## src/rtl/twist_ring_pkg.sv

```systemverilog
package twist_ring_pkg;
  // strobes handed from control to the datapath, one set per cycle
  typedef struct packed {
    logic presetRing;
    logic presetTwist;
    logic load;
    logic shift;
    logic invertFb;
  } ctrl_t;
endpackage

```

## src/rtl/counterCtrl.sv

```systemverilog
module counterCtrl
  import twist_ring_pkg::*;
(
  input  logic  rst,
  input  logic  loadEn,
  input  logic  modeTwist,
  output ctrl_t strobes
);
  // priority: reset, then load, then shift
  always_comb begin
    strobes             = '0;
    strobes.invertFb    = modeTwist;
    if (rst) begin
      strobes.presetRing  = !modeTwist;
      strobes.presetTwist = modeTwist;
    end else if (loadEn) begin
      strobes.load        = 1'b1;
    end else begin
      strobes.shift       = 1'b1;
    end
  end
endmodule

```

## src/rtl/counterPath.sv

```systemverilog
module counterPath
  import twist_ring_pkg::*;
#(
  parameter int WIDTH = 4
) (
  input  logic             clk,
  input  ctrl_t            strobes,
  input  logic [WIDTH-1:0] loadPat,
  output logic [WIDTH-1:0] stageQ
);
  localparam int FIRST = WIDTH - 1;
  localparam logic [WIDTH-1:0] RING_SEED = {1'b1, {(WIDTH-1){1'b0}}};

  logic             feedBit;
  logic [WIDTH-1:0] shiftIn;

  // last stage (bit 0) wraps to the first stage, optionally inverted
  assign feedBit = strobes.invertFb ? ~stageQ[0] : stageQ[0];

  generate
    for (genvar k = 0; k < WIDTH; k++) begin : g_stage
      if (k == FIRST) begin : g_head
        assign shiftIn[k] = feedBit;
      end else begin : g_body
        assign shiftIn[k] = stageQ[k+1];
      end

      always_ff @(posedge clk) begin
        if (strobes.presetRing)       stageQ[k] <= RING_SEED[k];
        else if (strobes.presetTwist) stageQ[k] <= 1'b0;
        else if (strobes.load)        stageQ[k] <= loadPat[k];
        else if (strobes.shift)       stageQ[k] <= shiftIn[k];
      end
    end
  endgenerate
endmodule

```

## src/rtl/twist_ring_counter.sv

```systemverilog
module twist_ring_counter
  import twist_ring_pkg::*;
#(
  parameter int WIDTH = 4
) (
  input  logic             clk,
  input  logic             rst,
  input  logic             modeTwist,
  input  logic             loadEn,
  input  logic [WIDTH-1:0] loadPat,
  output logic [WIDTH-1:0] cntOut
);
  ctrl_t strobes;

  counterCtrl u_ctrl (
    .rst       (rst),
    .loadEn    (loadEn),
    .modeTwist (modeTwist),
    .strobes   (strobes)
  );

  counterPath #(.WIDTH(WIDTH)) u_path (
    .clk     (clk),
    .strobes (strobes),
    .loadPat (loadPat),
    .stageQ  (cntOut)
  );
endmodule

```

## config.mk

```make
export PLATFORM = sky130hd
export DESIGN_NAME = twist_ring_counter
export DESIGN_NICKNAME = d
export VERILOG_FILES = /design/src/rtl/twist_ring_pkg.sv /design/src/rtl/counterCtrl.sv /design/src/rtl/counterPath.sv /design/src/rtl/twist_ring_counter.sv
export SDC_FILE = /design/constraint.sdc
export NUM_CORES = 1
export LEC_CHECK = 0
export BUFFER_PORTS_ARGS = -buffer_cell sky130_fd_sc_hd__buf_2
export CAP_MARGIN = 10
export CORE_AREA = 2 2 39 41
export CTS_CLUSTER_DIAMETER = 120
export DETAILED_ROUTE_END_ITERATION = 8
export DIE_AREA = 0 0 41 43
export PLACE_DENSITY = 0.42
export RECOVER_POWER = 100
export SYNTH_ARGS = -nofsm -noshare
export SYNTH_HDL_FRONTEND = slang
export SYNTH_SLANG_ARGS = --single-unit
export TNS_END_PERCENT = 5
```

## constraint.sdc

```tcl
create_clock -name clk -period 1.8 [get_ports clk]
set_input_delay 0.36 -clock clk [delete_from_list [all_inputs] [get_ports clk]]
set_output_delay 0.36 -clock clk [all_outputs]
set_load 0.05 [all_outputs]
```

# Word level (Yosys, flattened, before mapping)

Cells that the tools add are included.

Flip-flop bits (word level): 4
Bits in latches: 0
RAM bits: 0
Memory bits (read-only): 0
Input port bits: 8
Output and inout bits: 4
Memories kept: 0

Add/sub/neg operators: 0
Multiply operators: 0
Div/mod/pow operators: 0
$lt $le $gt $ge: 0
Equality and inequality tests: 0
Shifts and indexed selects: 0
Mux-type cells: 14
Bitwise operators: 1
Reduce and logical (&&, ||, !) cells: 4

Operators by type and width:

| cell              | count |
|---|---|
| $mux 1            | 12 |
| $mux 2            | 2 |
| $reduce_bool 3->1 | 1 |
| $reduce_bool 2->1 | 1 |
| $reduce_or 2->1   | 1 |
| $logic_not 1->1   | 1 |
| $not 1->1         | 1 |

# Depth between registers and ports, before layout

Gate-level depths: netlist of run 1.

Depth in word-level cells: 5
Gate-level depth with buffers: 4

# By module

From an unflattened synthesis of run 1, not the netlist that was laid out.

Cell total of the unflattened synthesis: 26
Area, all modules: 240.2 µm²

By module, submodules not included:

| module      | times used | cells an instance | area an instance (µm²) | seq. area each (µm²) |
|---|---|---|---|---|
| counterPath | 1          | 21                | 206.4                  | 80.1 |
| counterCtrl | 1          | 5                 | 33.8                   | 0.0 |

# Least setup slack after synthesis of run 1

No wires, ideal clock.

Kind: register to register
From: register u_path.stageQ[0]
To: register u_path.stageQ[3]
Arrival: 974 ps
Data required time: 1672 ps
Slack: 699 ps
Stages on the path, launching flop included: 4
Clock period less this slack: 1101 ps
Cell sequence: dfxtp_1 -> nor2b_2 -> o21a_1 -> a211oi_1

Longest elaborated chain between the ends: 5

RTL lines:

| element                          | RTL line          | RTL |
|---|---|---|
| start: declaration               | counterPath.sv:9  | `output logic [WIDTH-1:0] stageQ` |
| start signal: indexed assignment | counterPath.sv:29 | `if (strobes.presetRing) stageQ[k] <= RING_SEED[k];` |
| start signal: indexed assignment | counterPath.sv:31 | `else if (strobes.load) stageQ[k] <= loadPat[k];` |
| start signal: indexed assignment | counterPath.sv:32 | `else if (strobes.shift) stageQ[k] <= shiftIn[k];` |
| $not 1->1                        | counterPath.sv:18 | `assign feedBit = strobes.invertFb ? ~stageQ[0] : stageQ[0];` |
| $mux 1 (*)                       | counterPath.sv:18 |  |
| $mux 1 (*)                       | counterPath.sv:32 |  |
| $mux 1 (*)                       | counterPath.sv:31 |  |
| $mux 1 (*)                       | counterPath.sv:30 | `else if (strobes.presetTwist) stageQ[k] <= 1'b0;` |

Mark *: on every way between the ends. The rest lies on a longest branch, timed or not. The select of a mux whose other input is x is not followed.
A chain may end at the register's enable or synchronous reset.

# Worst setup path after layout of run 1

From: register u_path.stageQ[0]
To: output cntOut[0]

RTL lines:

| element          | RTL line                 | RTL |
|---|---|---|
| end: declaration | twist_ring_counter.sv:11 | `output logic [WIDTH-1:0] cntOut` |

No word-level cell between the ends.

==> impl_metrics.json, run 1 <==
{
  "hold_viol": 0,
  "reg.largest.list": "u_path.stageQ x4",
  "gr-total-overflow": 0,
  "netlist_instances": 16,
  "yosysUniqueCellTypes": 8,
  "cts_max_path_buffers": 2,
  "drive_gt1_frac": 0.345,
  "fp.dieW_um": 41,
  "grt_pass1_wl_um": 655,
  "endpoint_kind": "output port",
  "pin_count": 12,
  "layout_commonest_cell": "buf_2",
  "critical-path-top-delay-family": "buffers and inverters",
  "fillers": 157,
  "cts-buffers-inserted": 3,
  "htreeDepth": 1,
  "avgSynthCellArea_um2": 10.4,
  "grt_pass1_vias": 151,
  "routed_wl_um": 405,
  "regMostFlops": "u_path.stageQ",
  "arrival_ns": 1.05,
  "antenna_found_initial": 0,
  "clk_pin_slew_worst_paths_ns": 0.04,
  "diodes": 0,
  "cp_cell_sequence": "clkbuf_1",
  "start_util": 0.120,
  "p_leak_nw": 0.109,
  "cts_tree": "built",
  "die_h_um": 43,
  "fin_skew_ns": 0.00644,
  "min_period_over_period": 0.785,
  "setup_viol": 0,
  "fin_setup_tns_ns": 0,
  "ys.warnings.count": 0,
  "drt_iter0_drc": 6,
  "slew_headroom": 0.601,
  "report.final.slew_viol_count": 0,
  "fmax_ghz": 0.708,
  "fin_nets": 39,
  "design.die.area_um2": 1760,
  "first_pass_iters": 4,
  "cellPowerDensity_nw_per_um2": 1080,
  "route.vias.total": 160,
  "coreArea_um2": 1380,
  "syn_nets": 24,
  "crit_fanout": 3,
  "rsz0062_at_grt": "no",
  "grtUsageTotal": 0.0622,
  "root_buffer": "clkbuf_4",
  "critical_path_buf_inv_count": 1,
  "fp-row-count": 14,
  "drc": 0,
  "postCtsSetupRepairBufs": 0,
  "fin_hold_ws_ns": 0.367,
  "netlist_area_um2": 166,
  "final_cell_mix": "6 x buf_2, 5 x clkbuf_1, 4 x nor2_1, 4 x dfxtp_1",
  "clk_latency_ns": 0.24,
  "detail_route.wl_per_cell_um": 9.00,
  "cts.sinks": 4,
  "synth_seq_cells": 4,
  "postCtsHoldBufs": 0,
  "worstSetupPathType": "register to output port",
  "required_ns": 1.44,
  "hp-class": "input port to register",
  "outcome": "finished, final reports clean",
  "viasPerCell": 3.56,
  "max_stage_delay_ns": 0.48,
  "maxCapViolations": 0,
  "fin_crit_ns": 1.41,
  "peakVddDrop_uv": 303,
  "max_slew.worst_pin.slew_ns": 0.601,
  "numPortBuffers": 11,
  "cts_resized": 0,
  "area_delta_synth_final_pct": 48.1,
  "largest_reg_flops": 4,
  "drtAntennaViolNets": 0,
  "critPathLaunchType": "register",
  "ys_seq_area_frac": 0.481,
  "place.gp.congestion": 0.612,
  "utilization": 0.178,
  "grt_start_max_net_pins": 7,
  "critPathSlowestCell": "clkbuf_1"
}
-- cells in the mapped netlist (all sizes together) --
cell type	number	area share
dfxtp	4	0.48
nor2	4	0.090
mux2i	3	0.18
a211oi	1	0.045
buf	1	0.068
nor2b	1	0.053
nor4	1	0.038
o21a	1	0.045
-- path summary, 6_finish.rpt --
check | from | end | slack [ns] | depth (start not counted)
max reg2reg | u_path.stageQ[0] | u_path.stageQ[3] | 0.93 | 3
min | loadPat[0] | u_path.stageQ[0] | 0.37 | 3
max | u_path.stageQ[0] | cntOut[0] | 0.39 | 1
min reg2reg | u_path.stageQ[1] | u_path.stageQ[0] | 0.50 | 2
-- per-stage QoR --
stage	area (um2)	setup slack, ns	std cells	total power, mW
final	246	0.387	45	0.267
after global routing	246	0.326	45	0.287
after CTS	253	0.586	45	0.276
after detailed placement	230	0.793	42	0.155
after global placement	230	0.803	42	0.156
after floorplan	166	0.699	16	0.140
-- where the power goes --
part           switching, mW  internal (mW)
Combinational         0.0374         0.0150
Sequential           0.00370         0.0961
Clock                 0.0401         0.0748
Total                 0.0812          0.186
-- per-layer routing --
layer | share of wire | up-vias | track usage
li1 | - | 81 | -
met1 | 0.54 | 63 | 0.0804
met2 | 0.25 | 16 | 0.0594
met3 | 0.21 | 0 | 0.0785
met4 | 0 | 0 | 0.0200
met5 | 0 | - | 0
-- cell families after synthesis --
logic type | share of synthesized area
compound gates | 0.0903
buf+inv | 0.0677
flops | 0.481
mux | 0.180
simple gates | 0.180
-- area by class of cell --
class	count	area, um2	share of cell area
Tap cell	16	20.0	0.0812
Multi-Input combinational cell	11	75.1	0.305
Clock buffer	3	22.5	0.0914
Timing Repair Buffer	11	48.8	0.198
Sequential cell	4	80.1	0.325
Note: power is estimated with default switching activity, not from simulation.
==> run 2: changes to the inputs <==
--- a/config.mk
+++ b/config.mk
@@ -11,7 +11,7 @@
 export CTS_CLUSTER_DIAMETER = 120
 export DETAILED_ROUTE_END_ITERATION = 8
 export DIE_AREA = 0 0 41 43
-export PLACE_DENSITY = 0.42
+export PLACE_DENSITY = 0.43
 export RECOVER_POWER = 100
 export SYNTH_ARGS = -nofsm -noshare
 export SYNTH_HDL_FRONTEND = slang
==> constraint.sdc (replaced) <==
create_clock -name clk -period 1.2 [get_ports clk]
set_input_delay 0.24 -clock clk [delete_from_list [all_inputs] [get_ports clk]]
set_output_delay 0.24 -clock clk [all_outputs]
set_load 0.05 [all_outputs]
==> impl_metrics.json, run 2 (synthesis results as in run 1) <==
{
  "diodes": 0,
  "grt_start_max_net_pins": 7,
  "required_ns": 0.96,
  "hold_viol": 0,
  "layout_commonest_cell": "buf_2",
  "drtAntennaViolNets": 0,
  "area_delta_synth_final_pct": 51.9,
  "crit_fanout": 3,
  "setup_viol": 0,
  "peakVddDrop_uv": 437,
  "design.die.area_um2": 1760,
  "min_period_over_period": 0.901,
  "arrival_ns": 0.84,
  "grtUsageTotal": 0.0552,
  "outcome": "finished, final reports clean",
  "fmax_ghz": 0.925,
  "place.gp.congestion": 0.536,
  "drc": 0,
  "viasPerCell": 3.60,
  "cts_resized": 0,
  "fp.dieW_um": 41,
  "critPathLaunchType": "register",
  "max_stage_delay_ns": 0.33,
  "critical-path-top-delay-family": "flip-flops",
  "clk_pin_slew_worst_paths_ns": 0.04,
  "endpoint_kind": "output port",
  "fp-row-count": 14,
  "root_buffer": "clkbuf_4",
  "fin_setup_tns_ns": 0,
  "fin_nets": 39,
  "detail_route.wl_per_cell_um": 8.64,
  "final_cell_mix": "7 x buf_2, 4 x nor2_1, 4 x clkbuf_2, 4 x dfxtp_1",
  "fin_crit_ns": 1.08,
  "p_switching_mw": 0.116,
  "numPortBuffers": 11,
  "pwr-share-comb": 0.205,
  "p_leak_nw": 0.124,
  "max_slew.worst_pin.slew_ns": 0.277,
  "pwr-share-clk": 0.420,
  "die_h_um": 43,
  "r2r_setup_slack_ns": 0.33,
  "cts.sinks": 4,
  "worstSetupPathType": "register to output port",
  "rsz0062_at_grt": "no",
  "cts_tree": "built",
  "finalPower_mw": 0.398,
  "grt_pass1_wl_um": 572,
  "antenna_found_initial": 0,
  "gr-total-overflow": 0,
  "cts_max_path_buffers": 2,
  "reg.largest.list": "u_path.stageQ x4",
  "drive_gt1_frac": 0.517,
  "cts-buffers-inserted": 3,
  "clk_latency_ns": 0.23,
  "drt_iter0_drc": 1,
  "route.vias.total": 162,
  "maxCapViolations": 0,
  "first_pass_iters": 2,
  "postCtsSetupRepairBufs": 0,
  "fin_skew_ns": 0.00185,
  "switching_share": 0.292,
  "cp_cell_sequence": "clkbuf_2",
  "pwr-share-seq": 0.375,
  "slew_headroom": 0.816,
  "regMostFlops": "u_path.stageQ",
  "cellPowerDensity_nw_per_um2": 1580,
  "report.final.slew_viol_count": 0,
  "routed_wl_um": 389,
  "htreeDepth": 1,
  "critPathSlowestCell": "dfxtp_1",
  "start_util": 0.120,
  "hp-class": "input port to register",
  "pin_count": 12,
  "largest_reg_flops": 4,
  "internal_power_mw": 0.282,
  "critical_path_buf_inv_count": 1,
  "postCtsHoldBufs": 0,
  "coreArea_um2": 1380,
  "grt_pass1_vias": 147
}
[run 2: cell types whose count changed in the layout (fill, tap and decap cells not counted), sizes merged]
cell    delta
buf        +1
clkbuf     -1
[run 2: metrics by stage]
step                hold slack, ns  area (um2)  utilization  cells  worst slack (ns)
floorplan                    0.312         166            -     16            0.0985
global placement             0.476         230        0.166     42             0.311
detailed placement           0.473         230        0.166     42             0.315
CTS                          0.242         253        0.183     45             0.124
global route                 0.268         253        0.183     45            0.0686
finish                       0.246         253        0.183     45             0.119
[run 2: path summary, 6_finish.rpt]
kind                      end  depth (start not counted)              from
max                 cntOut[0]                          1  u_path.stageQ[0]
min          u_path.stageQ[0]                          3        loadPat[0]
max reg2reg  u_path.stageQ[3]                          3  u_path.stageQ[0]
min reg2reg  u_path.stageQ[0]                          2  u_path.stageQ[1]
[run 2: layout make-up]
type | count | area, um2
multi-input cells | 11 | 75.1
fillers | 157 | 1130
well taps | 16 | 20.0
clock buffers | 3 | 22.5
repair buffers | 11 | 55.1
flip-flops and latches | 4 | 80.1
[run 2: layer usage]
metal / global-route usage / vias to the layer above / routed length, um
li1: - / 84 / -
met1: 0.0643 / 68 / 185
met2: 0.0531 / 10 / 134
met3: 0.0314 / 0 / 69
met4: 0.0800 / 0 / 0
met5: 0 / - / 0
[run 2: power groups by stage]
stage	registers (mW)	clock network, mW	logic, mW
after CTS	0.149	0.176	0.0831
after detailed placement	0.151	0	0.0827
after floorplan	0.188	0	0.0223
final	0.149	0.167	0.0817
after global placement	0.151	0	0.0825
after global routing	0.150	0.186	0.0879
==> run 3: changes to the inputs <==
--- a/config.mk
+++ b/config.mk
@@ -6,11 +6,11 @@
 export NUM_CORES = 1
 export LEC_CHECK = 0
 export BUFFER_PORTS_ARGS = -buffer_cell sky130_fd_sc_hd__buf_2
-export CAP_MARGIN = 10
 export CORE_AREA = 2 2 39 41
 export CTS_CLUSTER_DIAMETER = 120
 export DETAILED_ROUTE_END_ITERATION = 8
 export DIE_AREA = 0 0 41 43
+export GPL_TIMING_DRIVEN = 0
 export PLACE_DENSITY = 0.43
 export RECOVER_POWER = 100
 export SYNTH_ARGS = -nofsm -noshare
==> impl_metrics.json, run 3 (synthesis results as in run 1) <==
{
  "outcome": "finished, final reports clean",
  "r2r-start": "u_path.stageQ[0]",
  "timing.final.ws_setup_ns": 0.110,
  "required_ns": 0.96,
  "cts.sinks": 4,
  "placed_area_um2": 236,
  "setup_viol": 0,
  "start_util": 0.120,
  "fin_setup_tns_ns": 0,
  "area_delta_synth_final_pct": 55.6,
  "switching_share": 0.287,
  "max_slew.worst_pin.slew_ns": 0.284,
  "cellPowerDensity_nw_per_um2": 1540,
  "worstSetupPathType": "register to output port",
  "clk_pin_slew_worst_paths_ns": 0.04,
  "min-delay-start": "loadEn",
  "grtUsageTotal": 0.0552,
  "p_leak_nw": 0.126,
  "largest_reg_flops": 4,
  "pwr-share-seq": 0.375,
  "detail_route.wl_per_cell_um": 8.76,
  "cts_tree": "built",
  "fmax_ghz": 0.918,
  "internal_power_mw": 0.284,
  "gr-total-overflow": 0,
  "coreArea_um2": 1380,
  "first_pass_iters": 1,
  "slew_headroom": 0.811,
  "p_switching_mw": 0.114,
  "fin_nets": 39,
  "fp.dieW_um": 41,
  "maxCapViolations": 0,
  "pwr-share-clk": 0.415,
  "numPortBuffers": 10,
  "drtAntennaViolNets": 0,
  "cts-buffers-inserted": 3,
  "cp_cell_sequence": "clkbuf_2",
  "critPathLaunchType": "register",
  "reg.largest.list": "u_path.stageQ x4",
  "routed_wl_um": 394,
  "final_cell_mix": "6 x buf_2, 4 x nor2_1, 4 x clkbuf_2, 4 x dfxtp_1",
  "critPathSlowestCell": "dfxtp_1",
  "endpoint_kind": "output port",
  "drc": 0,
  "cts_max_path_buffers": 2,
  "r2r_cells": 3,
  "hold-path-cell-count": 2,
  "postCtsHoldBufs": 0,
  "cts_resized": 0,
  "htreeDepth": 1,
  "startpoint": "u_path.stageQ[0]",
  "rsz0062_at_grt": "no",
  "min_to": "u_path.stageQ[3]",
  "design_area_um2": 259,
  "peakVddDrop_uv": 378,
  "fp-row-count": 14,
  "route.vias.total": 157,
  "drive_gt1_frac": 0.517,
  "postCtsSetupRepairBufs": 0,
  "drt_iter0_drc": 0,
  "arrival_ns": 0.85,
  "max_stage_delay_ns": 0.34,
  "min_period_over_period": 0.908,
  "report.final.slew_viol_count": 0,
  "antenna_found_initial": 0,
  "pin_count": 12,
  "reg2reg_to": "u_path.stageQ[3]",
  "dp_hpwl_um": 306,
  "fin_skew_ns": 0.00129,
  "grt_pass1_wl_um": 572,
  "regMostFlops": "u_path.stageQ",
  "grt_pass1_vias": 158,
  "clk_latency_ns": 0.23,
  "design.die.area_um2": 1760,
  "dp_slack_ns": 0.331,
  "critical-path-top-delay-family": "flip-flops",
  "fin_crit_ns": 1.09,
  "place.gp.congestion": 0.555,
  "root_buffer": "clkbuf_4",
  "diodes": 0,
  "viasPerCell": 3.49,
  "grt_start_max_net_pins": 7,
  "hold_viol": 0,
  "critical_path_buf_inv_count": 1,
  "die_h_um": 43,
  "r2r_setup_slack_ns": 0.34,
  "hp-class": "input port to register",
  "layout_commonest_cell": "buf_2",
  "pwr-share-comb": 0.209,
  "crit_fanout": 3
}
-- run 3: cell counts in the layout (fill, tap and decap cells not counted) --
No cell type changed its count.
-- run 3: through the flow --
stage | hold slack, ns | utilization | std cells | total power [mW]
floorplan | 0.312 | - | 16 | 0.210
CTS | 0.227 | 0.187 | 45 | 0.409
global route | 0.250 | 0.187 | 45 | 0.417
finish | 0.230 | 0.187 | 45 | 0.398
global placement | 0.475 | 0.171 | 42 | 0.236
detailed placement | 0.473 | 0.171 | 42 | 0.236
-- run 3: worst max path at each step --
| stage | depth (start not counted) | slack [ns] | to |
|---|---|---|---|
| after floorplan | 3 | 0.1 | u_path.stageQ[3] |
| after global placement | 3 | 0.33 | u_path.stageQ[3] |
| after detailed placement | 3 | 0.33 | u_path.stageQ[3] |
| after CTS | 1 | 0.12 | cntOut[0] |
| after global routing | 1 | 0.07 | cntOut[0] |
| final | 1 | 0.11 | cntOut[0] |
-- run 3: power by group through the flow --
| stage | sequential [mW] | clock (mW) | combinational (mW) |
|---|---|---|---|
| floorplan | 0.188 | 0 | 0.0223 |
| detailed placement | 0.151 | 0 | 0.0844 |
| CTS | 0.149 | 0.175 | 0.0848 |
| finish | 0.149 | 0.165 | 0.0833 |
| global placement | 0.151 | 0 | 0.0850 |
| global route | 0.151 | 0.176 | 0.0901 |
-- run 3: cell type report --
cell class,instances,area [um2]
plain buffers,1,11.3
clock buffers,3,22.5
fillers,157,1120
multi-input cells,11,75.1
flip-flops and latches,4,80.1
well taps,16,20.0
repair buffers,10,50.0
-- run 3: per-layer routing --
| metal | vias to the layer above | part of all wire | GRT usage |
|---|---|---|---|
| met1 | 66 | 0.49 | 0.0643 |
| met2 | 10 | 0.38 | 0.0531 |
| met5 | - | 0 | 0 |
| li1 | 81 | - | - |
| met4 | 0 | 0 | 0.0800 |
| met3 | 0 | 0.14 | 0.0314 |
